File: src/rtl/tok_pkg.sv
package tok_pkg;

  typedef enum logic [1:0] {
    OP_RD   = 2'd0,
    OP_WR   = 2'd1,
    OP_REL  = 2'd2,
    OP_NONE = 2'd3
  } tok_op_e;

endpackage

File: src/rtl/tok_summary_store.sv
module tok_summary_store #(
  parameter int NUM_BLOCKS = 16,
  parameter int TOKENS     = 16,
  parameter int TID_W      = 3,
  parameter int ADDR_W     = 4,
  parameter int SUM_W      = 5
) (
  input  logic              clk,
  input  logic              rst_n,
  input  logic              wr_en,
  input  logic [ADDR_W-1:0] wr_addr,
  input  logic [SUM_W-1:0]  wr_sum,
  input  logic              wr_ov,
  input  logic [TID_W-1:0]  wr_own,
  input  logic [ADDR_W-1:0] ra_addr,
  output logic [SUM_W-1:0]  ra_sum,
  output logic              ra_ov,
  output logic [TID_W-1:0]  ra_own,
  input  logic [ADDR_W-1:0] rb_addr,
  output logic [SUM_W-1:0]  rb_sum,
  output logic              rb_ov,
  output logic [TID_W-1:0]  rb_own
);

  logic [SUM_W-1:0] sum_q [NUM_BLOCKS];
  logic [SUM_W-1:0] sum_d [NUM_BLOCKS];
  logic             ov_q  [NUM_BLOCKS];
  logic             ov_d  [NUM_BLOCKS];
  logic [TID_W-1:0] own_q [NUM_BLOCKS];
  logic [TID_W-1:0] own_d [NUM_BLOCKS];

  always_comb begin
    for (int b = 0; b < NUM_BLOCKS; b++) begin
      sum_d[b] = sum_q[b];
      ov_d[b]  = ov_q[b];
      own_d[b] = own_q[b];
      if (wr_en && (wr_addr == ADDR_W'(b))) begin
        sum_d[b] = wr_sum;
        ov_d[b]  = wr_ov;
        own_d[b] = wr_own;
      end
    end
  end

  always_ff @(posedge clk or negedge rst_n) begin
    if (!rst_n) begin
      for (int b = 0; b < NUM_BLOCKS; b++) begin
        sum_q[b] <= '0;
        ov_q[b]  <= 1'b0;
        own_q[b] <= '0;
      end
    end else begin
      for (int b = 0; b < NUM_BLOCKS; b++) begin
        sum_q[b] <= sum_d[b];
        ov_q[b]  <= ov_d[b];
        own_q[b] <= own_d[b];
      end
    end
  end

  assign ra_sum = sum_q[ra_addr];
  assign ra_ov  = ov_q[ra_addr];
  assign ra_own = own_q[ra_addr];
  assign rb_sum = sum_q[rb_addr];
  assign rb_ov  = ov_q[rb_addr];
  assign rb_own = own_q[rb_addr];


  sum_range_chk: assert property (@(posedge clk) disable iff (!rst_n)
    wr_en |-> (wr_sum <= SUM_W'(TOKENS)));


  owner_at_edge_chk: assert property (@(posedge clk) disable iff (!rst_n)
    (wr_en && wr_ov) |-> ((wr_sum == SUM_W'(1)) || (wr_sum == SUM_W'(TOKENS))));

endmodule

File: src/rtl/tok_decide.sv
module tok_decide
  import tok_pkg::*;
#(
  parameter int TOKENS = 16,
  parameter int TID_W  = 3,
  parameter int SUM_W  = 5
) (
  input  tok_op_e          op,
  input  logic [TID_W-1:0] tid,
  input  logic [SUM_W-1:0] cnt,
  input  logic [SUM_W-1:0] cur_sum,
  input  logic             cur_ov,
  input  logic [TID_W-1:0] cur_own,
  output logic             grant,
  output logic             conflict,
  output logic             upd,
  output logic [SUM_W-1:0] nx_sum,
  output logic             nx_ov,
  output logic [TID_W-1:0] nx_own,
  output logic             log_en,
  output logic [SUM_W-1:0] log_cnt
);

  localparam logic [SUM_W-1:0] FULL     = SUM_W'(TOKENS);
  localparam logic [SUM_W-1:0] NEAR     = SUM_W'(TOKENS - 1);
  localparam logic [SUM_W-1:0] ONE      = SUM_W'(1);

  logic free_blk;
  logic self_sole;
  logic self_full;

  assign free_blk  = (cur_sum == '0);
  assign self_sole = cur_ov && (cur_own == tid) && (cur_sum == ONE);
  assign self_full = cur_ov && (cur_own == tid) && (cur_sum == FULL);

  always_comb begin
    grant    = 1'b0;
    conflict = 1'b0;
    upd      = 1'b0;
    nx_sum   = cur_sum;
    nx_ov    = cur_ov;
    nx_own   = cur_own;
    log_en   = 1'b0;
    log_cnt  = '0;
    unique case (op)
      OP_RD: begin
        if (free_blk) begin
          grant = 1'b1; upd = 1'b1;
          nx_sum = ONE; nx_ov = 1'b1; nx_own = tid;
          log_en = 1'b1; log_cnt = ONE;
        end else if (self_sole || self_full) begin
          grant = 1'b1;
        end else if ((cur_sum == FULL) || (cur_sum == NEAR)) begin
          conflict = 1'b1;
        end else begin
          grant = 1'b1; upd = 1'b1;
          nx_sum = cur_sum + ONE; nx_ov = 1'b0;
          log_en = 1'b1; log_cnt = ONE;
        end
      end
      OP_WR: begin
        if (free_blk) begin
          grant = 1'b1; upd = 1'b1;
          nx_sum = FULL; nx_ov = 1'b1; nx_own = tid;
          log_en = 1'b1; log_cnt = FULL;
        end else if (self_full) begin
          grant = 1'b1;
        end else if (self_sole) begin
          grant = 1'b1; upd = 1'b1;
          nx_sum = FULL; nx_ov = 1'b1; nx_own = tid;
          log_en = 1'b1; log_cnt = NEAR;
        end else begin
          conflict = 1'b1;
        end
      end
      OP_REL: begin
        if (cnt <= cur_sum) begin
          grant = 1'b1; upd = 1'b1;
          nx_sum = cur_sum - cnt; nx_ov = 1'b0;
        end
      end
      default: ;
    endcase
  end

endmodule

File: src/rtl/token_meta_tracker.sv
module token_meta_tracker
  import tok_pkg::*;
#(
  parameter int NUM_BLOCKS = 16,
  parameter int TOKENS     = 16,
  parameter int TID_W      = 3
) (
  input  logic                         clk,
  input  logic                         rst_n,
  input  logic                         req_valid,
  input  logic [1:0]                   req_op,
  input  logic [$clog2(NUM_BLOCKS)-1:0] req_addr,
  input  logic [TID_W-1:0]             req_tid,
  input  logic [$clog2(TOKENS+1)-1:0]  req_cnt,
  output logic                         rsp_valid,
  output logic                         rsp_grant,
  output logic                         rsp_conflict,
  output logic                         log_valid,
  output logic [$clog2(NUM_BLOCKS)-1:0] log_addr,
  output logic [TID_W-1:0]             log_tid,
  output logic [$clog2(TOKENS+1)-1:0]  log_cnt,
  input  logic [$clog2(NUM_BLOCKS)-1:0] q_addr,
  output logic [$clog2(TOKENS+1)-1:0]  q_sum,
  output logic                         q_owner_vld,
  output logic [TID_W-1:0]             q_owner
);

  localparam int ADDR_W = $clog2(NUM_BLOCKS);
  localparam int SUM_W  = $clog2(TOKENS + 1);

  // reset: asynchronous assert, synchronous release
  logic [1:0] rst_sq;
  logic       rst_int_n;

  always_ff @(posedge clk or negedge rst_n) begin
    if (!rst_n) rst_sq <= 2'b00;
    else        rst_sq <= {rst_sq[0], 1'b1};
  end
  assign rst_int_n = rst_sq[1];

  logic [SUM_W-1:0] cur_sum, nx_sum, dec_log_cnt;
  logic             cur_ov, nx_ov;
  logic [TID_W-1:0] cur_own, nx_own;
  logic             dec_grant, dec_conflict, dec_upd, dec_log;
  tok_op_e          op_e;

  assign op_e = tok_op_e'(req_op);

  tok_summary_store #(
    .NUM_BLOCKS(NUM_BLOCKS), .TOKENS(TOKENS), .TID_W(TID_W),
    .ADDR_W(ADDR_W), .SUM_W(SUM_W)
  ) u_store (
    .clk     (clk),
    .rst_n   (rst_int_n),
    .wr_en   (req_valid && dec_upd),
    .wr_addr (req_addr),
    .wr_sum  (nx_sum),
    .wr_ov   (nx_ov),
    .wr_own  (nx_own),
    .ra_addr (req_addr),
    .ra_sum  (cur_sum),
    .ra_ov   (cur_ov),
    .ra_own  (cur_own),
    .rb_addr (q_addr),
    .rb_sum  (q_sum),
    .rb_ov   (q_owner_vld),
    .rb_own  (q_owner)
  );

  tok_decide #(.TOKENS(TOKENS), .TID_W(TID_W), .SUM_W(SUM_W)) u_decide (
    .op       (op_e),
    .tid      (req_tid),
    .cnt      (req_cnt),
    .cur_sum  (cur_sum),
    .cur_ov   (cur_ov),
    .cur_own  (cur_own),
    .grant    (dec_grant),
    .conflict (dec_conflict),
    .upd      (dec_upd),
    .nx_sum   (nx_sum),
    .nx_ov    (nx_ov),
    .nx_own   (nx_own),
    .log_en   (dec_log),
    .log_cnt  (dec_log_cnt)
  );

  // response and log record registers
  logic              rsp_valid_d, rsp_grant_d, rsp_conflict_d, log_valid_d;
  logic              log_ce;
  logic [ADDR_W-1:0] log_addr_d;
  logic [TID_W-1:0]  log_tid_d;
  logic [SUM_W-1:0]  log_cnt_d;

  always_comb begin
    rsp_valid_d    = req_valid;
    rsp_grant_d    = req_valid && dec_grant;
    rsp_conflict_d = req_valid && dec_conflict;
    log_valid_d    = req_valid && dec_log;
    log_ce         = req_valid && dec_log;
    log_addr_d     = log_addr;
    log_tid_d      = log_tid;
    log_cnt_d      = log_cnt;
    if (log_ce) begin
      log_addr_d = req_addr;
      log_tid_d  = req_tid;
      log_cnt_d  = dec_log_cnt;
    end
  end

  always_ff @(posedge clk or negedge rst_int_n) begin
    if (!rst_int_n) begin
      rsp_valid    <= 1'b0;
      rsp_grant    <= 1'b0;
      rsp_conflict <= 1'b0;
      log_valid    <= 1'b0;
      log_addr     <= '0;
      log_tid      <= '0;
      log_cnt      <= '0;
    end else begin
      rsp_valid    <= rsp_valid_d;
      rsp_grant    <= rsp_grant_d;
      rsp_conflict <= rsp_conflict_d;
      log_valid    <= log_valid_d;
      log_addr     <= log_addr_d;
      log_tid      <= log_tid_d;
      log_cnt      <= log_cnt_d;
    end
  end


  grant_excl_chk: assert property (@(posedge clk) disable iff (!rst_int_n)
    !(rsp_grant && rsp_conflict));


  no_log_on_conflict_chk: assert property (@(posedge clk) disable iff (!rst_int_n)
    rsp_conflict |-> !log_valid);


  log_needs_grant_chk: assert property (@(posedge clk) disable iff (!rst_int_n)
    log_valid |-> (rsp_valid && rsp_grant));


  log_cnt_range_chk: assert property (@(posedge clk) disable iff (!rst_int_n)
    log_valid |-> ((log_cnt != '0) && (log_cnt <= SUM_W'(TOKENS))));


  rsp_latency_chk: assert property (@(posedge clk) disable iff (!rst_int_n)
    req_valid |=> rsp_valid);

endmodule

File: config.mk
export PLATFORM = sky130hd
export DESIGN_NAME = token_meta_tracker
export DESIGN_NICKNAME = d
export VERILOG_FILES = /design/src/rtl/tok_pkg.sv /design/src/rtl/tok_summary_store.sv /design/src/rtl/tok_decide.sv /design/src/rtl/token_meta_tracker.sv
export SDC_FILE = /design/constraint.sdc
export NUM_CORES = 1
export LEC_CHECK = 0
export BUFFER_PORTS_ARGS = -buffer_cell sky130_fd_sc_hd__buf_2
export CAP_MARGIN = 20
export CORE_ASPECT_RATIO = 0.9
export CORE_MARGIN = 2
export CORE_UTILIZATION = 69
export CTS_BUF_LIST = sky130_fd_sc_hd__clkbuf_8
export DETAILED_ROUTE_END_ITERATION = 16
export PLACE_DENSITY = 0.85
export SLEW_MARGIN = 15
export SYNTH_ARGS = -nofsm -noshare
export SYNTH_HDL_FRONTEND = slang
export SYNTH_SLANG_ARGS = --single-unit
export TNS_END_PERCENT = 50
File: constraint.sdc
create_clock -name clk -period 7.83 [get_ports clk]
set_input_delay 0.3915 -clock clk [delete_from_list [all_inputs] [get_ports clk]]
set_output_delay 0.3915 -clock clk [all_outputs]
set_load 0.01 [all_outputs]
Yosys cells after proc, flatten, opt, wreduce, memory -nomap -nowiden
Cells that the tools add are included.

Output and inout port bits: 25. Logic and storage cells: 179. Bits of input ports: 21. Register bits after elaboration: 162.

Bitwise operators: 2. Mux-type cells: 67. Add/subtract/negate cells: 2. Reduce and logical (&&, ||, !) cells: 28. Magnitude comparators: 3. Equality and inequality tests: 21.

Operator list (count): $mux 5 (15); $bmux 5 s4 (2); $eq 4x4->1 const B (8); $mux 1 (29); $bmux 3 s4 (2); $mux 3 (8); $logic_and 1x1->1 (23); $eq 4x3->1 const B (4); $pmux 5 s3 (1); $ge 5x5->1 const B (2); $not 4->5 (2); $pmux 5 s2 (1); $pmux 1 s3 (3); $bmux 1 s4 (2); $eq 4x2->1 const B (2); $pmux 3 s2 (1); $add 5x1->5 const B (1); $eq 5x1->1 const B (1); $eq 5x4->1 const B (1); $eq 5x5->1 const B (1); $le 5x5->1 (1); $logic_not 5->1 (1); $sub 5x5->5 (1); $eq 4x1->1 const B (1); 8 further kinds (10).

Longest topological paths before layout
Depth in word-level cells: 13. Depth in mapped cells: 18. Gate-level depth less buffers: 13.

By module
From an unflattened synthesis, not the netlist that was laid out.

Cells, all modules: 635. Area total of the unflattened synthesis: 9155.0 um^2.

Modules (own cells, without submodules): tok_summary_store (area each 7681.1 um^2, cells an instance 483, times used 1, seq. area each 3603.5 um^2); tok_decide (area each 807.0 um^2, cells an instance 115, times used 1, seq. area each 0.0 um^2); token_meta_tracker (area each 666.9 um^2, cells an instance 37, times used 1, seq. area each 450.4 um^2).

Least setup slack after synthesis
No wires, ideal clock.

Path kind: input port to flip-flop. Start point: in req_addr[0]. End point: reg u_store.ov_q[13] (netlist name). Stages: 16. Path slack: 2.763 ns. Data required time: 7.705 ns. Arrival: 4.942 ns. Setup time: 0.125 ns. Buffers on the path: 5. Path through: buf_2 > buf_4 > buf_2 > clkbuf_1 > mux4_2 > mux4_2 > ha_1 > a21boi_0 > o21a_1 > o21ai_0 > o2bb2ai_1 > nor3_1 > a311oi_4 > buf_6 > nor3_4 > mux2_2.

Cells in the longest elaborated chain, start to end: 13.

Ends and longest elaborated chain: from (decl) (line token_meta_tracker.sv:12) `input logic [$clog2(NUM_BLOCKS)-1:0] req_addr,`; $not 4->5 (implied by the code) (line tok_summary_store.sv:61, tok_summary_store.sv:62, tok_summary_store.sv:63); $bmux 3 s4 (line tok_summary_store.sv:63) `assign ra_own = own_q[ra_addr];`; $mux 3 (implied by the code) (2 in series) (line tok_summary_store.sv:63); $eq 3x3->1 (line tok_decide.sv:33, tok_decide.sv:34); $logic_and 1x1->1 (line tok_decide.sv:33, tok_decide.sv:34); $logic_and 1x1->1 (on tied branches) (line tok_decide.sv:33, tok_decide.sv:34); $mux 1 / $logic_or 1x1->1 (equally long branches) (line tok_decide.sv:68, tok_decide.sv:51); $mux 1 (on tied branches) (line tok_decide.sv:66, tok_decide.sv:51); $mux 1 (on tied branches) (line tok_decide.sv:62, tok_decide.sv:47); $pmux 1 s3 (line tok_decide.sv:45) `unique case (op)`; $logic_and 1x1->1 (line token_meta_tracker.sv:55) `.wr_en (req_valid && dec_upd),`; $logic_and 1x1->1 (line tok_summary_store.sv:37) `if (wr_en && (wr_addr == ADDR_W'(b))) begin`; to (signal, indexed assignment) (line tok_summary_store.sv:55) `ov_q[b] <= ov_d[b];`; to (decl) (line tok_summary_store.sv:27) `logic ov_q [NUM_BLOCKS];`.

Several ways; a longest one is shown, not always the timed one. The select of a mux whose other input is x is not followed. A chain may end at the register's enable or synchronous reset.

Worst setup path in the final report
Start point: in req_addr[1]. End point: reg u_store.own_q[27] (netlist name).

Cells in the longest elaborated chain, start to end: 13.

Ends and longest elaborated chain: $not 4->5 (implied by the code) (line tok_summary_store.sv:61, tok_summary_store.sv:62, tok_summary_store.sv:63); $bmux 3 s4 (line tok_summary_store.sv:63); $mux 3 (implied by the code) (2 in series) (line tok_summary_store.sv:63); $eq 3x3->1 (line tok_decide.sv:33, tok_decide.sv:34); $logic_and 1x1->1 (line tok_decide.sv:33, tok_decide.sv:34); $logic_and 1x1->1 (on tied branches) (line tok_decide.sv:33, tok_decide.sv:34); $mux 1 / $logic_or 1x1->1 (equally long branches) (line tok_decide.sv:68, tok_decide.sv:51); $mux 1 (on tied branches) (line tok_decide.sv:66, tok_decide.sv:51); $mux 1 (on tied branches) (line tok_decide.sv:62, tok_decide.sv:47); $pmux 1 s3 (line tok_decide.sv:45); $logic_and 1x1->1 (line token_meta_tracker.sv:55); $logic_and 1x1->1 (line tok_summary_store.sv:37); to (signal, indexed assignment) (line tok_summary_store.sv:56) `own_q[b] <= own_d[b];`; to (decl) (line tok_summary_store.sv:29) `logic [TID_W-1:0] own_q [NUM_BLOCKS];`.

Several ways; a longest one is shown, not always the timed one. The select of a mux whose other input is x is not followed.

==> out/results.txt <==
Final std cells w/o fill: 841
Pleak: 0.00446 uW
Net Count, Synth: 669
Die Y: 113 microns
Wire length on met3: 1.83 mm
# setup viols final: 0
Synth Instances: 638
First-pass GRT wire length: 34.9 mm
Uppermost routed layer: met4
Top Ports: 46
Placed Cells incl. Taps: 806
Run status: complete, no violations
Met1 Routed Length: 8.85 mm
CTS root buf: clkbuf_8
Setup TNS: 0 ps
Core Area: 0.0128 sq mm
RSZ-0062 raised after global routing: false
Fin crit share: 0.690
Worst hold margin: 125 ps
Setup crit start kind: primary input
Area Overhead vs Synth: 8.08%
Routability cong.: 0.936
# Max-Cap Violations: 0
Share of cells above drive strength 1: 0.487
Final ANT Viol Nets: 0
Setup Buffers After CTS: 0
Synth Flop Type: dfrtp_1
Max Transition Viols Final: 0
Port Buffers: 45
Starting Density: 0.712
H-tree depth: 4
DRC Markers: 0
Max incr delay on CP: 770 ps
Die Area: 0.0141 sq mm
Worst Path Arrival: 5760 ps
Final hold violations: 0
Worst-path clk slew: 90 ps
Avg WL per Cell: 26.0 microns
Min Clock Period, post-route: 5400 ps
Crit path capture type: flop
Total Wirelength: 21.9 mm
N_diodes: 0
Fraction of registers with async set/reset: 1.00
Worst Path Max Fanout: 39
Max Buffers Root-to-Sink: 2
Worst-path cell chain: buf_2 > mux4_2 > mux4_2 > inv_1 > ha_1 > inv_1 > a21boi_0 > o21a_1 > o21ai_0 > o2bb2ai_1 > nor3_1 > a311oi_4 > buf_4 > nor3_4 > mux2_2
Overall Global Routing Usage: 0.330
WL met2: 10.1 mm
Number of synthesized flops with an enable pin: 0
Rows: 39
Power Dens Cells: 251 mW/mm^2
Worst hold path class: primary input to flop
Layout Nets: 695
Clock Sinks: 160
Yosys cell types: 57
Tot Pwr: 2470 uW
Yosys warns: 0
CTS tree: done
Dpl hpwl: 14.3 mm
Maximum clock frequency: 185 MHz
GRT Residual Overflow: 0
First-pass DRT Iterations: 5
CTS Buf Count: 17
Die width: 125 microns
Final core occ: 0.770
Syn Area/Cell: 14.3 sq um
Initial DRC Count: 665
Setup Crit Path Kind: primary input to flop
Final Skew: 14.9 ps
Via count: 5958
Cell Area, Synth: 0.00910 sq mm
Measured slew at the worst slew-check pin: 1070 ps
Clk_lat worst skew: 470 ps
Crit path max-delay cell type: buf_2
Flops & latches, synth: 160
Post-synthesis sequential area ratio: 0.440
Initial antenna violation count: 0
Vias in the first global route: 6142
Drt via density: 7.08
Worst slew margin: 0.283
Worst VDD drop: 0.249 mV
Worst Path Required: 8190 ps
Largest net degree at the start of global routing: 57
[cells in the mapped netlist, types with 4 or more instances]
| cell | n | area, sq um |
|---|---|---|
| dfrtp_1 | 160 | 4000 |
| mux2_2 | 137 | 1540 |
| mux4_2 | 83 | 1870 |
| clkbuf_1 | 29 | 109 |
| inv_1 | 23 | 86.3 |
| nand2_1 | 23 | 86.3 |
| o21ai_0 | 19 | 95.1 |
| nand3_1 | 15 | 75.1 |
| mux2i_1 | 14 | 140 |
| nor2_1 | 12 | 45.0 |
| ha_1 | 9 | 113 |
| nor3_4 | 9 | 146 |
| buf_1 | 8 | 30.0 |
| a21oi_1 | 7 | 35.0 |
| nor2_2 | 7 | 43.8 |
| o32ai_1 | 7 | 61.3 |
| buf_2 | 5 | 25.0 |
| buf_4 | 4 | 30.0 |
| xor2_1 | 4 | 35.0 |
[flip-flops by register name (all words and copies together), names as in the netlist, 2 cells and up]
register / count
u_store.ov_q: 16
log_cnt: 3
rst_sq: 2
u_store.sum_q: 80
log_tid: 3
log_addr: 4
u_store.own_q: 48
[cell usage in the layout (no fill, tap or decap), drive strengths merged, types with 3 or more instances in the layout]
| master | Yosys | final |
|---|---|---|
| nor2 | 19 | 19 |
| nor3 | 12 | 12 |
| or2 | 3 | 3 |
| a211oi | 3 | 3 |
| clkbuf | 29 | 20 |
| a21oi | 8 | 8 |
| inv | 23 | 26 |
| mux2i | 14 | 14 |
| o32ai | 7 | 7 |
| ha | 9 | 9 |
| or3 | 3 | 3 |
| o21a | 3 | 3 |
| mux2 | 139 | 139 |
| o22ai | 3 | 3 |
| xor2 | 4 | 4 |
| nand3 | 15 | 15 |
| o21ai | 20 | 20 |
| mux4 | 83 | 83 |
| dfrtp | 160 | 160 |
| nand2 | 23 | 23 |
| clkinv | 0 | 6 |
| buf | 18 | 51 |
| a21o | 3 | 3 |
| bufinv | 0 | 4 |
| and3 | 3 | 3 |
[power breakdown]
group / leakage, uW / internal [uW] / total (uW) / switching [uW]
registers: 0.00214 / 978 / 1100 / 119
clock network: 0.000226 / 356 / 677 / 321
logic: 0.00209 / 341 / 694 / 353
[per-stage QoR]
step / setup slack (ps) / instance area, sq um
floorplan: 2760 / 9100
global placement: 2130 / 9380
detailed placement: 2120 / 9380
CTS: 2600 / 9820
global route: 2270 / 9840
finish: 2430 / 9840
[layer usage]
metal  vias up  GRT usage
met2       301      0.489
met4         0      0.168
met1      3088      0.461
li1       2503          -
met5         -          0
met3        66     0.0870
[area by class of cell]
| class | count | area (sq um) |
|---|---|---|
| Clock buffer | 18 | 248 |
| Timing Repair Buffer | 54 | 295 |
| Clock inverter | 14 | 189 |
| Inverter | 23 | 86.3 |
| Multi-Input combinational cell | 408 | 4810 |
| Fill cell | 739 | 2950 |
| Sequential cell | 160 | 4010 |
| Tap cell | 164 | 205 |
[cells by family (layout without fill, tap and decap cells)]
logic type | after synthesis | count (layout) | share of synthesized area
AO/OA/AOI/OAI | 63 | 63 | 0.0513
AND/OR/NAND/NOR | 92 | 92 | 0.0634
buffers and inverters | 70 | 109 | 0.0320
other | 1 | 1 | 0.000412
XOR/XNOR | 6 | 6 | 0.00577
multiplexers | 236 | 236 | 0.393
adder cells (fa/ha/maj) | 10 | 10 | 0.0146
flip-flops | 160 | 160 | 0.440
[critical path: cells and delay by family]
family	cells	cell delay [ps]
mux	3	1450
simple gates	2	1450
buf+inv	4	1330
compound gates	5	980
fa+ha+maj	1	140
[timing repair]
action                    in CTS  in global routing
resized for setup              0                  0
hold buffers                   1                  0
hold endpoints to repair       2                  0
[final timing paths]
check | startpoint | to | slack, ps | depth (start not counted)
setup / recovery | req_addr[1] | u_store.own_q[27]$_DFFE_PN0P_ | 2430 | 15
hold / removal | req_valid | rsp_valid$_DFF_PN0_ | 120 | 1
setup reg to reg | u_store.sum_q[20]$_DFFE_PN0P_ | u_store.own_q[27]$_DFFE_PN0P_ | 2680 | 14
hold reg to reg | rst_sq[1]$_DFF_PN0_ | u_store.own_q[45]$_DFFE_PN0P_ | 340 | 0
max in group asynchronous | rst_sq[1]$_DFF_PN0_ | log_cnt[0]$_DFFE_PN0P_ | 6350 | 1
min in group asynchronous | rst_n | rst_sq[1]$_DFF_PN0_ | 240 | 2
No activity file was read; power rests on OpenSTA's default activity.
